`config.mk`:
```
export PLATFORM = sky130hd
export DESIGN_NAME = quad_pos_counter
export DESIGN_NICKNAME = d
export VERILOG_FILES = /design/src/rtl/enc_pkg.sv /design/src/rtl/enc_sync.sv /design/src/rtl/enc_decode.sv /design/src/rtl/enc_counter.sv /design/src/rtl/quad_pos_counter.sv
export SDC_FILE = /design/constraint.sdc
export NUM_CORES = 1
export LEC_CHECK = 0
export BUFFER_PORTS_ARGS = -buffer_cell sky130_fd_sc_hd__clkbuf_2
export CORE_MARGIN = 1
export CORE_UTILIZATION = 45
export DETAILED_ROUTE_END_ITERATION = 6
export PLACE_DENSITY = 0.74
export SLEW_MARGIN = 20
export SYNTH_ARGS = -nofsm -noshare
export SYNTH_HDL_FRONTEND = slang
export SYNTH_SLANG_ARGS = --single-unit
```
`constraint.sdc`:
```
create_clock -name clk -period 12.74 [get_ports clk]
set_input_delay 3.822 -clock clk [delete_from_list [all_inputs] [get_ports clk]]
set_output_delay 3.822 -clock clk [all_outputs]
set_load 0.1 [all_outputs]
```
`src/rtl/enc_pkg.sv`:
```
package enc_pkg;
  typedef enum logic [1:0] {
    M_SINGLE = 2'b00,
    M_DOUBLE = 2'b01,
    M_QUAD   = 2'b10,
    M_PULSE  = 2'b11
  } enc_mode_t;
endpackage

```
`src/rtl/enc_sync.sv`:
```
module enc_sync #(
  parameter int N      = 4,
  parameter int STAGES = 2
) (
  input  logic         clk,
  input  logic         rst,
  input  logic [N-1:0] d,
  output logic [N-1:0] q
);
  logic [N-1:0] st [STAGES];

  genvar i;
  generate
    for (i = 0; i < STAGES; i++) begin : g_stage
      if (i == 0) begin : g_first
        always_ff @(posedge clk) begin
          if (rst) st[0] <= '0;
          else     st[0] <= d;
        end
      end else begin : g_next
        always_ff @(posedge clk) begin
          if (rst) st[i] <= '0;
          else     st[i] <= st[i-1];
        end
      end
    end
  endgenerate

  assign q = st[STAGES-1];
endmodule

```
`src/rtl/enc_decode.sv`:
```
module enc_decode
  import enc_pkg::*;
(
  input  enc_mode_t  mode,
  input  logic [1:0] prv,   // {A,B} previous
  input  logic [1:0] cur,   // {A,B} current
  output logic       up,
  output logic       dn,
  output logic       bad
);
  logic [1:0] chg;
  logic       fwd;

  always_comb begin
    chg = prv ^ cur;
    fwd = cur[1] ^ prv[0];
    up  = 1'b0;
    dn  = 1'b0;
    bad = 1'b0;
    case (mode)
      M_PULSE: begin
        // rising on A counts up, rising on B counts down; both cancel
        if ((cur[1] & ~prv[1]) != (cur[0] & ~prv[0])) begin
          up = cur[1] & ~prv[1];
          dn = cur[0] & ~prv[0];
        end
      end
      M_QUAD: begin
        if (chg == 2'b11)      bad = 1'b1;
        else if (chg != 2'b00) begin
          up = fwd;
          dn = ~fwd;
        end
      end
      M_DOUBLE: begin
        if (chg == 2'b11)      bad = 1'b1;
        else if (chg == 2'b10) begin
          up = fwd;
          dn = ~fwd;
        end
      end
      default: begin
        if (chg == 2'b11)                         bad = 1'b1;
        else if (prv == 2'b00 && cur == 2'b10)    up  = 1'b1;
        else if (prv == 2'b10 && cur == 2'b00)    dn  = 1'b1;
      end
    endcase
  end
endmodule

```
`src/rtl/enc_counter.sv`:
```
module enc_counter #(
  parameter int W = 32
) (
  input  logic         clk,
  input  logic         rst,
  input  logic         load,
  input  logic [W-1:0] preset,
  input  logic         up,
  input  logic         dn,
  output logic [W-1:0] count
);
  localparam logic [W-1:0] ONE = {{(W-1){1'b0}}, 1'b1};

  always_ff @(posedge clk) begin
    if (rst)       count <= '0;
    else if (load) count <= preset;
    else if (up)   count <= count + ONE;
    else if (dn)   count <= count - ONE;
  end

  // a load leaves exactly the preset, whatever the step inputs did
  p_load_wins_r8: assert property (@(posedge clk) disable iff (rst)
    load |=> (count == $past(preset)));

  // without a load the count moves by at most one per cycle
  p_step_bounded_r4: assert property (@(posedge clk) disable iff (rst)
    !load |=> (count == $past(count) || count == $past(count) + ONE
               || count == $past(count) - ONE));
endmodule

```
`src/rtl/quad_pos_counter.sv`:
```
module quad_pos_counter
  import enc_pkg::*;
#(
  parameter int W    = 32,
  parameter int SYNC = 2
) (
  input  logic         clk,
  input  logic         rst,
  input  logic         a_in,
  input  logic         b_in,
  input  logic         z_in,
  input  logic         org_in,
  input  logic [1:0]   mode_sel,
  input  logic         idx_en,
  input  logic         org_en,
  input  logic [1:0]   idx_phase,
  input  logic [W-1:0] preset,
  output logic [W-1:0] count,
  output logic         err
);
  logic [3:0] sq;
  logic [1:0] ab_prev;
  logic [1:0] ab_cur;
  logic       z_s, org_s;
  logic       up, dn, bad, load;

  enc_sync #(.N(4), .STAGES(SYNC)) u_sync (
    .clk (clk),
    .rst (rst),
    .d   ({a_in, b_in, z_in, org_in}),
    .q   (sq)
  );

  assign ab_cur = sq[3:2];
  assign z_s    = sq[1];
  assign org_s  = sq[0];

  always_ff @(posedge clk) begin
    if (rst) ab_prev <= '0;
    else     ab_prev <= ab_cur;
  end

  enc_decode u_dec (
    .mode (enc_mode_t'(mode_sel)),
    .prv  (ab_prev),
    .cur  (ab_cur),
    .up   (up),
    .dn   (dn),
    .bad  (bad)
  );

  assign load = idx_en & z_s & (~org_en | org_s) & (ab_cur == idx_phase);

  enc_counter #(.W(W)) u_cnt (
    .clk    (clk),
    .rst    (rst),
    .load   (load),
    .preset (preset),
    .up     (up),
    .dn     (dn),
    .count  (count)
  );

  always_ff @(posedge clk) begin
    if (rst)      err <= 1'b0;
    else if (bad) err <= 1'b1;
  end

  // the error flag never clears outside reset
  p_err_sticky_r9: assert property (@(posedge clk) disable iff (rst)
    err |=> err);

  // a skipped-state transition never moves the count
  p_bad_no_step_r9: assert property (@(posedge clk) disable iff (rst)
    (bad && !load) |=> $stable(count));

  // decoder never asks for both directions at once
  p_dir_excl_r4: assert property (@(posedge clk) disable iff (rst)
    !(up && dn));

  // pulse mode never reports a skipped state
  p_pulse_no_err_r5: assert property (@(posedge clk) disable iff (rst)
    (mode_sel == 2'b11) |-> !bad);
endmodule

```
Yosys cells after proc, flatten, opt, wreduce, memory -nomap -nowiden

Memories as Yosys holds them, arrays and structs flattened.
Index checks and enable logic that the tools add are counted.

Equality and inequality tests: 9
Mux-type cells: 27
Reductions and logical operators: 6
Bitwise logic cells: 14
$add $sub $neg: 2

Operator list:

| operator                                                              | number |
|---|---|
| 32-bit 2-to-1 mux                                                     | 3 |
| 32-bit by 1-bit adder with 32-bit output, second input constant       | 1 |
| 32-bit by 1-bit subtractor with 32-bit output, second input constant  | 1 |
| 1-bit 2-to-1 mux                                                      | 20 |
| 2-bit equality test, second input constant                            | 6 |
| 4-bit 2-to-1 mux                                                      | 2 |
| 1-bit case mux with 3 select lines                                    | 2 |
| 1-bit bitwise AND                                                     | 5 |
| 2-bit logical NOT                                                     | 2 |
| 1-bit inverter                                                        | 4 |
| 1-bit OR                                                              | 3 |
| 3-bit nonzero test                                                    | 1 |
| 2-bit by 1-bit equality test with 1-bit output, second input constant | 1 |
| 2-bit equality test                                                   | 1 |
| 1-bit logical AND                                                     | 2 |
| 2-bit nonzero test                                                    | 1 |
| 2-bit bitwise XOR                                                     | 1 |
| 1-bit inequality test                                                 | 1 |
| 1-bit bitwise XOR                                                     | 1 |

Memories: 1
Word-level logic and storage cells: 62
Input port bits: 44
Output and inout port bits: 33
RAM bits: 8
Register bits: 35

Memories:

| name      | words | width | rd ports | clocked after memory_dff | wr ports | RTL line       | text |
|---|---|---|---|---|---|---|---|
| u_sync.st | 2     | 4     | 2        | 0                        | 2        | enc_sync.sv:10 | `logic [N-1:0] st [STAGES];` |

Longest topological paths before layout

Gate-level depths: netlist (run 1).

Word-level depth: 9
Mapped depth: 19
Gate-level depth less buffers: 18

Modules after synthesis

From an unflattened synthesis (run 1), not the netlist that was laid out.

Cell total of the unflattened synthesis: 515
Area total of the unflattened synthesis: 3,847.4 sq um

By module, submodules not included:

| module           | cells each | times used | area each (sq um) | sequential area each (sq um) |
|---|---|---|---|---|
| enc_counter      | 456        | 1          | 3,275.6           | 640.6 |
| enc_decode       | 31         | 1          | 241.5             | 0.0 |
| enc_sync         | 16         | 1          | 210.2             | 160.2 |
| quad_pos_counter | 12         | 1          | 120.1             | 60.1 |

Least setup slack after synthesis (run 1)

No wires, ideal clock.

Path type: input-to-reg
Start: in mode_sel[0]
End: reg u_cnt.count[25]
Cell stages on the path: 16
Arrival time: 7.276 ns
Slack: 5.394 ns
Library setup time: 0.070 ns
Path buffers: 0
Data required time: 12.670 ns
Cells stage by stage: xor2_1 > a31oi_1 > o22ai_1 > a21oi_1 > nand2_1 > inv_1 > ha_1 > and2_1 > a221oi_1 > a21oi_1 > o31ai_1 > a21oi_1 > a31o_2 > nand3_1 > mux2_2 > a21boi_1

Word-level cells in the longest chain between the ends: 4
Elaborated cells between the ends (all ways): 8
Those cells by class: eq/ne (3); mux (4); reduce/logical (1)

Ends and longest elaborated chain:

| element                                                                               | RTL line               | text |
|---|---|---|
| start: declaration                                                                    | quad_pos_counter.sv:13 | `input logic [1:0] mode_sel,` |
| 2-bit by 1-bit equality test with 1-bit output or 2-bit equality test (tied branches) | enc_decode.sv:20       | `case (mode)` |
| 1-bit case mux with 3 select lines                                                    | enc_decode.sv:20       |  |
| 32-bit 2-to-1 mux                                                                     | enc_counter.sv:17      | `else if (up) count <= count + ONE;` |
| 32-bit 2-to-1 mux                                                                     | enc_counter.sv:16      | `else if (load) count <= preset;` |
| end signal: assignment                                                                | enc_counter.sv:16      |  |
| end signal: assignment                                                                | enc_counter.sv:17      |  |
| end signal: assignment                                                                | enc_counter.sv:18      | `else if (dn) count <= count - ONE;` |
| end: declaration                                                                      | enc_counter.sv:10      | `output logic [W-1:0] count` |

Several ways; a longest one is shown, not always the timed one.
A chain may end at the register's enable or synchronous reset.

Worst setup path after layout (run 1)

Ends and elaborated chain as after synthesis.

==> results.md, run 1 <==
* GR Overflow Total at 0
* Post-CTS Setup Bufs at 0
* Post-DP HPWL at 6550 um
* RSZ-0062 raised after global routing: false
* GPL Wtd Cong at 0.923
* Avg Cell Area, Syn at 7.84 um2
* Relative slew slack at 0.456
* Num ports at 77
* Longest Clk Path Bufs at 2
* CTS H-tree lvls at 2
* Layout cells sized above 1 at 0.202
* Hold WC Path Type: reg -> reg
* Number of diodes at 0
* First drt pass iteration count at 4
* Post-synthesis mux area share at 0.0116
* Total clock sinks at 43
* Placed insts at 609
* Number of enable flip-flop cells after synthesis at 0
* Largest family of logic cells by synthesized area: compound AO/OA/AOI/OAI gates
* # DRC at 0
* First-pass GRT wire length at 15200 um
* Area share of and/or/nand/nor cells after synthesis at 0.204
* Clk_lat worst skew at 310 ps
* Die Wd at 90.8 um
* Worst Path Class, Setup: in -> reg
* Layout Nets at 591
* Clock Pin Slew Worst Setup and Hold Paths at 90 ps
* Post-Syn Instances at 453
* Worst Skew at 6.98 ps
* Initial core utilization at 0.462
* Die height at 90.8 um
* Vias in the first global route at 3357
* Full die area at 8250 um2
* Drt via density at 5.69
* Initial antenna violation count at 0
* Non-Filler Instances at 617
* Worst path arrival time at 7590 ps
* Final Hold Viols at 0
* #FFs+latches synth at 43
* Fraction of the mapped netlist area in adder cells at 0.118
* Post-layout min period at 7340 ps
* Synthesized Nets at 530
* LEAKAGE at 0.00185 uW
* Total Power at 783 uW
* Core region area at 7690 um2
* VDD IR max at 0.0868 mV
* WL per Instance at 14.5 um
* Final max-slew violation count at 0
* Least-Margin Pin Slew at 816 ps
* CTS Root Cell: clkbuf_8
* Leading area contributor after synthesis: dfxtp_1
* CTS Buf Count at 5
* Highest clock rate at 0.136 GHz
* Final ANT Viol Nets at 0
* Setup violators final at 0
* Pre-CTS WS at 5130 ps
* WP data required at 12980 ps
* Commonest cells post-synth: nand2_1 (46), nor2_1 (44), dfxtp_1 (43), ha_1 (32), a21oi_1 (30)
* Startpoint Class: primary input
* Setup_tns at 0 ps
* 1st-iter DRT viols at 155
* Post-cts sizing count at 0
* Share of the yosys chip area belonging to registers at 0.242
* Share of the synthesized area in the top cell type at 0.242
* Min Hold Slack at 441 ps
* Status: finished clean
* Max-cap violation count at 0
* Final worst-path cycle share at 0.577
* Synth Area in XOR/XNOR at 0.0715
* Crit end category: flop
* Largest net degree at the start of global routing at 39
* Rows at 32
* Hold buffers post-CTS at 0
* Synth area leaders: dfxtp_1 (24%), ha_1 (11%), nand2_1 (4.9%), nor2_1 (4.6%), xnor2_1 (4.4%)
* Complex-gate fraction of the synthesized area at 0.303
* CTS tree: yes
* Top-count cell post-synth: nand2_1
* PD cells at 192 nW/um2
* Synth-to-layout area growth at 15.1%
* Final WL at 8930 um
* Post-Synthesis Cell Area at 3550 um2
* Synth Warn # at 0
* Worst-path maximum fanout at 32
* Top_reg_cell synth: dfxtp_1
* Synth unique cells at 61
* Slack of the critical path at 5400 ps
* PortBufs at 76
* Synth async-reset ratio at 0
* GRT Total Usage at 0.221
* Vias at 3513
## layout by cell type (no fill, tap or decap), types with 3 or more instances in the layout
cell type,n
nor2_1,44
mux2i_1,3
a31oi_1,7
o21ai_1,3
a21o_1,16
nand2b_1,3
nand4_1,3
inv_1,13
nand3_1,13
a211oi_1,11
nor3_1,5
xnor2_1,18
o22ai_1,4
a211oi_2,7
o21ai_0,29
o211ai_1,3
and2_1,3
nor2b_1,15
dfxtp_1,43
buf_4,4
a21oi_1,30
nand2_1,46
a311oi_1,13
clkbuf_2,76
clkbuf_8,5
ha_1,32
o21bai_1,3
or3_1,3
a221oi_1,3
o21a_1,4
xor2_1,11
## where the power goes
group	switching (uW)	total [uW]	leakage (uW)	internal (uW)
combinational	324	503	0.00144	179
clock	53.6	113	0.0000587	59.5
sequential	15.8	167	0.000354	152
total	393	783	0.00185	390
## kinds of logic after synthesis
family,count (synthesis)
AO/OA/AOI/OAI,154
XOR/XNOR,29
adder cells (fa/ha/maj),33
buffers and inverters,39
flip-flops,43
multiplexers,4
AND/OR/NAND/NOR,151
## worst paths after layout
path / to / startpoint / cells after the start / slack (ps)
setup / recovery: u_cnt.count[25] / mode_sel[0] / 18 / 5400
hold / removal: u_sync.st[1][2] / u_sync.st[0][2] / 1 / 440
setup reg to reg: u_cnt.count[25] / u_sync.st[1][3] / 18 / 8310
hold reg to reg: u_sync.st[1][2] / u_sync.st[0][2] / 1 / 440
## flip-flops by register name, indices dropped and copies added (netlist names)
register and count:
u_cnt.count 32, err 1, ab_prev 2, u_sync.st 8
## critical path, cell delays in order
cell and delay [ps]:
clkbuf_2 130, xor2_1 170, a31oi_1 270, o22ai_1 120, a21oi_1 170, nand2_1 110
inv_1 60, buf_4 330, ha_1 350, and2_1 190, a221oi_1 380, a21oi_1 170
o31ai_1 300, a21oi_1 150, a31o_2 290, nand3_1 90, mux2_2 330, a21boi_1 140
## stage by stage
step	utilization	cell area, um2
final	0.532	4090
after global routing	0.532	4090
after CTS	0.532	4090
after detailed placement	0.517	3970
after global placement	0.517	3970
after floorplan	-	3550
## routing by layer
metal	up-vias	routed length, um	track usage
li1	1795	-	-
met1	1634	4210	0.281
met2	71	4270	0.386
met3	13	310	0.0253
met4	0	141	0.0741
met5	-	0	0
## layout make-up
type                    count  area, um2
clock inverters             3       47.5
well taps                 102        128
repair buffers             80        410
fillers                   767       3600
inverters                  13       48.8
flip-flops and latches     43        861
clock buffers               5       68.8
multi-input cells         371       2520
Power figures use the tool's default switching activity.
==> run 2: changes to the inputs <==
- ABC_AREA: not set -> 1
- PLACE_DENSITY: 0.74 -> 0.73
- clock period: 12.74 -> 7.2 ns (I/O delays scaled with it)
==> results.md, run 2 <==
* Num ports at 77 (unchanged)
* Die height at 99.4 um (+9.4%)
* Final ANT Viol Nets at 0 (unchanged)
* Setup violators final at 0 (unchanged)
* PortBufs at 76 (unchanged)
* Max-cap violation count at 0 (unchanged)
* Rows at 35 (+9.4%)
* Relative slew slack at 0.332 (-0.124)
* Cell seen most often among critical-path stages: nand2_1
* Regs by FF count: u_cnt.count (32), u_sync.st (8), ab_prev (2)
* Post-layout min period at 4700 ps
* Initial core utilization at 0.464 (+0.00200)
* Commonest cells post-synth: nand2_1 (262), inv_1 (123), nor2_1 (90), a21oi_1 (50), nand3_1 (44)
* Highest clock rate at 0.213 GHz
* Synthesized Nets at 829 (+56%)
* Layout cells sized above 1 at 0.134 (-0.0680)
* First drt pass iteration count at 5 (+1)
* Synth-to-layout area growth at 12.8%
* CP max stage delay at 550 ps (+170 ps)
* Hold WC Path Type: reg -> reg
* Clk_lat worst skew at 310 ps (about the same)
* Placed insts at 924 (+52%)
* Worst Path Class, Setup: in -> reg
* Core region area at 9200 um2 (+20%)
* #FFs+latches synth at 43 (unchanged)
* Register area at 861 um2 (unchanged)
* Hold buffers post-CTS at 0 (unchanged)
* VDD IR max at 0.126 mV (+46%)
* GR Overflow Total at 0 (unchanged)
* Final Util at 0.523 (-0.00834)
* Total clock sinks at 43 (unchanged)
* Multi-input gate area at 2840 um2 (+12%)
* Post-Synthesis Cell Area at 4270 um2 (+20%)
* Post-DP HPWL at 8770 um (+34%)
* Clock Pin Slew Worst Setup and Hold Paths at 90 ps (about the same)
* PD cells at 366 nW/um2 (+91%)
* Avg Cell Area, Syn at 5.68 um2 (-28%)
* Number of enable flip-flop cells after synthesis at 0 (unchanged)
* Crit path cell chain: clkbuf_2 -> inv_2 -> nand2_2 -> nand2_1 -> nor2_2 -> nand3_2 -> nand3_2 -> inv_2 -> fa_1 -> nand3_1 -> nand3_1 -> nand2_1 -> nand2_1 -> nand2_1 -> nand2_1 -> nand2_1 -> nand2_1 -> or2_2 -> nand3_1 -> a21oi_1
* Top-count cell post-synth: nand2_1
* Final Hold Viols at 0 (unchanged)
* Startpoint Class: primary input
* Final max-slew violation count at 0 (unchanged)
* CTS H-tree lvls at 2 (unchanged)
* CP max-delay cell: fa_1
* Post-Syn Instances at 752 (+66%)
* CTS tree: yes
* Post-CTS Setup Bufs at 0 (unchanged)
* WP data required at 7400 ps (-5580 ps)
* Worst Skew at 6.31 ps (-0.670 ps)
* Layout Nets at 897 (+52%)
* Longest Clk Path Bufs at 2 (unchanged)
* RSZ-0062 raised after global routing: false
* Crit end category: flop
* Total Power at 1760 uW (+130%)
* Most common cell after layout, fill and taps aside: nand2_1
* Share of the yosys chip area belonging to registers at 0.202 (-0.0406)
* Initial antenna violation count at 0 (unchanged)
* WL per Instance at 12.0 um (-17%)
* Top reg by flops: u_cnt.count
* Most frequent cells in the layout: nand2_1 (262), inv_1 (123), nor2_1 (90), clkbuf_2 (76), a21oi_1 (50)
* Least-Margin Pin Slew at 1000 ps (+185 ps)
* Worst path arrival time at 4900 ps (-2690 ps)
* Number of flip-flops in the largest register at 32 (unchanged)
* 1st-iter DRT viols at 319 (+110%)
* # DRC at 0 (unchanged)
* Synth unique cells at 38 (-38%)
* Post-cts sizing count at 0 (unchanged)
* Synth area leaders: nand2_1 (23%), dfxtp_1 (20%), inv_1 (11%), ha_1 (9.4%), nor2_1 (7.9%)
* Drt via density at 4.99 (-12%)
* Full die area at 9880 um2 (+20%)
* GRT Total Usage at 0.238 (+0.0175)
* Slack of the critical path at 2500 ps (-2890 ps)
* Top_reg_cell synth: dfxtp_1
* GPL Wtd Cong at 0.905 (-1.9%)
* Largest net degree at the start of global routing at 44 (+13%)
* Number of diodes at 0 (unchanged)
* CTS Buf Count at 5 (unchanged)
* CTS Root Cell: clkbuf_8
* Leading area contributor after synthesis: nand2_1
* Share of the synthesized area in the top cell type at 0.230 (-0.0119)
* Fill cells at 997 (+30%)
* First-pass GRT wire length at 18900 um (+25%)
* Synth Warn # at 0 (unchanged)
* Setup_tns at 0 ps (unchanged)
* Vias in the first global route at 4186 (+25%)
* Non-Filler Instances at 932 (+51%)
* Final worst-path cycle share at 0.652
* Final WL at 11200 um (+25%)
* Die Wd at 99.4 um (+9.4%)
* Status: finished clean
* Pre-CTS WS at 2180 ps (-2950 ps)
* Vias at 4654 (+32%)
* Worst-path maximum fanout at 32 (unchanged)
* LEAKAGE at 0.00288 uW (+55%)
* Synth async-reset ratio at 0 (unchanged)
-- run 2: cell count changes in the layout (fill, tap and decap cells not counted), moves of 5 or more --
cell      change
a211oi_1     -10
a211oi_2      -5
a21o_1       -16
a21oi_1      +20
a311oi_1     -13
inv_1       +110
nand2_1     +216
nand3_1      +31
nand4_1       +5
nor2_1       +46
nor2b_1      -15
o21ai_0      -10
or2_2         +8
xnor2_1      -16
-- run 2: worst paths after layout --
kind	to	slack, ps	startpoint	cells after the start
hold / removal	u_sync.st[1][0]	410	u_sync.st[0][0]	2
setup reg to reg	u_cnt.count[20]	3680	ab_prev[1]	19
hold reg to reg	u_sync.st[1][0]	410	u_sync.st[0][0]	2
setup / recovery	u_cnt.count[20]	2500	mode_sel[1]	20
-- run 2: per-stage QoR --
| stage | hold slack (ps) | instance area, um2 |
|---|---|---|
| after floorplan | 388 | 4270 |
| after global placement | 391 | 4690 |
| after detailed placement | 395 | 4690 |
| after CTS | 409 | 4810 |
| after global routing | 425 | 4810 |
| final | 407 | 4810 |
-- run 2: routing by layer --
metal  wire [um]  global-route usage
met1        5310               0.321
met2        4940               0.395
met3         779              0.0464
met4         146              0.0509
met5           0                   0
-- run 2: cell families after synthesis --
family / count (synthesis) / share of synthesized area
and+or+nand+nor: 436 / 0.427
buffers and inverters: 141 / 0.134
AOI/OAI and AO/OA: 87 / 0.114
DFF: 43 / 0.202
adders and majority gates: 33 / 0.0985
xor gates and xnor gates: 10 / 0.0205
muxes: 2 / 0.00469
-- run 2: final cells by class --
class | count | area share
well taps | 111 | 0.0289
inverters | 125 | 0.0975
clock buffers | 6 | 0.0172
clock inverters | 2 | 0.00806
repair buffers | 77 | 0.0806
multi-input cells | 568 | 0.589
flip-flops and latches | 43 | 0.179
-- run 2: critical path: cells and delay by family --
family          cells  cell delay [ps]
simple gates       15             1650
fa+ha+maj           1              550
buf+inv             3              420
compound gates      1               90
-- run 2: where the power goes --
group          internal [uW]  switching [uW]
logic                    369             875
clock network            114            97.8
registers                274            32.5
==> run 3: changes to the inputs <==
- ABC_AREA: 1 -> 0
- PLACE_DENSITY: 0.73 -> 0.77
- clock period: 7.2 -> 4.1 ns (I/O delays scaled with it)
==> results.md, run 3 (synthesized netlist as in run 1, its figures left out) <==
* Status: finished, violations left
* Violated checks: negative setup slack
* Final ANT Viol Nets at 0 (unchanged)
* Final max-slew violation count at 0 (unchanged)
* Vias at 4623 (-0.67%)
* Slack of the critical path at -256 ps (-2760 ps)
* Initial antenna violation count at 0 (unchanged)
* RSZ-0062 raised after global routing: true
* Regs by FF count: u_cnt.count (32), u_sync.st (8), ab_prev (2)
* Sw Share at 0.488 (-0.0824)
* Post-layout min period at 4360 ps
* Longest Clk Path Bufs at 2 (unchanged)
* Number of diodes at 0 (unchanged)
* GR Overflow Total at 0 (unchanged)
* CTS tree: yes
* Final WL at 14800 um (+32%)
* WL per Instance at 20.1 um (+68%)
* CTS Root Cell: clkbuf_8
* VDD IR max at 0.325 mV (+160%)
* Worst Skew at 16.2 ps (+9.88 ps)
* Die height at 90.8 um (-8.6%)
* Layout cells sized above 1 at 0.466 (+0.332)
* Clk_lat worst skew at 320 ps (about the same)
* CP max stage delay at 400 ps (-150 ps)
* Worst Path Class, Setup: in -> reg
* Post-DP HPWL at 8130 um (-7.3%)
* # DRC at 0 (unchanged)
* Final Util at 0.728 (+0.205)
* GPL Wtd Cong at 0.931 (+2.8%)
* Largest net degree at the start of global routing at 36 (-18%)
* PortBufs at 76 (unchanged)
* Final Hold Viols at 0 (unchanged)
* Top reg by flops: u_cnt.count
* Max-cap violation count at 0 (unchanged)
* PD cells at 610 nW/um2 (+67%)
* Worst-path maximum fanout at 7 (-78%)
* Worst path arrival time at 4560 ps (-340 ps)
* First-pass GRT wire length at 20400 um (+7.6%)
* Comb pwr share at 0.739 (+0.033)
* Reg2Reg Setup Slack at -180 ps (-3860 ps)
* Rows at 32 (-8.6%)
* GRT Total Usage at 0.304 (+0.0655)
* Min-Delay Path Depth at 1 (-1)
* R2r startpoint: ab_prev[0]
* Setup violators final at 23 (+23)
* Hold buffers post-CTS at 0 (unchanged)
* Layout Nets at 707 (-21%)
* HP Start: u_sync.st[0][2]
* Number of flip-flops in the largest register at 32 (unchanged)
* LEAKAGE at 0.00256 uW (-11%)
* Relative slew slack at 0.329 (-0.00266)
* Die Wd at 90.8 um (-8.6%)
* CTS Buf Count at 5 (unchanged)
* 1st-iter DRT viols at 393 (+23%)
* Buf+Inv Stages, Crit Path at 5 (+2)
* WP data required at 4300 ps (-3100 ps)
* Setup_tns at -3570 ps (-3570 ps)
* Final worst-path cycle share at 1.06
* Synth-to-layout area growth at 57.6%
* Highest clock rate at 0.230 GHz
* Initial core utilization at 0.462 (-0.00200)
* P_int at 1750 uW (+130%)
* Clock power share at 0.105 (-0.015)
* Core region area at 7690 um2 (-16%)
* Crit end category: flop
* Worst Hold Path EP: u_sync.st[1][2]
* Clock Pin Slew Worst Setup and Hold Paths at 100 ps (about the same)
* Sequential Power Share at 0.156 (-0.018)
* Most common cell after layout, fill and taps aside: buf_4
* CP max-delay cell: o311a_4
* First drt pass iteration count at 6 (+1)
* Full die area at 8250 um2 (-16%)
* Most frequent cells in the layout: buf_4 (109), clkbuf_2 (75), nand2_1 (45), nor2_1 (43), dfxtp_1 (43)
* Least-Margin Pin Slew at 998 ps (-3.17 ps)
* Cell seen most often among critical-path stages: a31oi_4
* CP top delay family: compound AO/OA/AOI/OAI gates
* Crit path cell chain: clkbuf_2 -> xor2_2 -> a31oi_4 -> o22ai_2 -> a21oi_1 -> nand2_1 -> clkinvlp_4 -> buf_8 -> ha_4 -> a21oi_4 -> buf_6 -> o21ai_2 -> a31oi_4 -> o22ai_4 -> o311a_4 -> nand2b_4 -> buf_4 -> xnor2_1 -> a211oi_2
* Startpoint Class: primary input
* Reg2Reg Depth at 20 (+1)
* Hold WC Path Type: reg -> reg
* Drt via density at 6.31 (+26%)
* Vias in the first global route at 4373 (+4.5%)
* Num ports at 77 (unchanged)
* CTS H-tree lvls at 2 (unchanged)
* Net switching power at 1670 uW (+66%)
* Worst Setup SP: mode_sel[1]
* Worst R2R End: u_cnt.count[22]
* Total clock sinks at 43 (unchanged)
run 3: how the worst max path moves through the flow:
stage,endpoint,slack (ps),cells past startpoint
3_5_place_dp,u_cnt.count[28],-600,17
5_1_grt,u_cnt.count[22],-420,18
2_1_floorplan,u_cnt.count[28],-560,17
6_report,u_cnt.count[22],-260,19
3_3_place_gp,u_cnt.count[31],-450,18
4_1_cts,u_cnt.count[31],-60,18
run 3: layout make-up:
cell class | count | area, um2
Sequential cell | 43 | 861
Clock buffer | 5 | 68.8
Fill cell | 499 | 2090
Multi-Input combinational cell | 371 | 3090
Inverter | 13 | 52.6
Tap cell | 102 | 128
Timing Repair Buffer | 196 | 1350
Clock inverter | 3 | 47.5
run 3: timing repair:
item / in CTS / in global routing
endpoints found under the setup margin: 14 / 25
buffers inserted: 7 / 9
endpoints found under the hold margin: 0 / 0
pin swaps: 23 / 36
resized for setup: 45 / 68
run 3: metrics by stage:
| step | setup WS [ps] | cells | instance area, um2 | hold WS (ps) | total power, uW |
|---|---|---|---|---|---|
| 2_1_floorplan | -559 | 453 | 3610 | 414 | 1840 |
| 3_3_place_gp | -449 | 709 | 4780 | 416 | 2380 |
| 3_5_place_dp | -603 | 709 | 4780 | 428 | 2420 |
| 4_1_cts | -64.1 | 724 | 5200 | 449 | 2960 |
| 5_1_grt | -420 | 733 | 5600 | 470 | 3580 |
| 6_report | -256 | 733 | 5600 | 445 | 3420 |
run 3: power by group through the flow:
stage	Sequential, uW	Combinational [uW]	Clock, uW
detailed placement	533	1890	0
global route	538	2660	373
floorplan	867	974	0
global placement	530	1850	0
finish	533	2530	359
CTS	527	2080	359
run 3: metal layers:
metal | vias up | GRT usage | routed length [um]
li1 | 2023 | - | -
met1 | 2142 | 0.343 | 5510
met2 | 350 | 0.539 | 7010
met3 | 108 | 0.0446 | 1190
met4 | 0 | 0.183 | 1060
met5 | - | 0 | 0
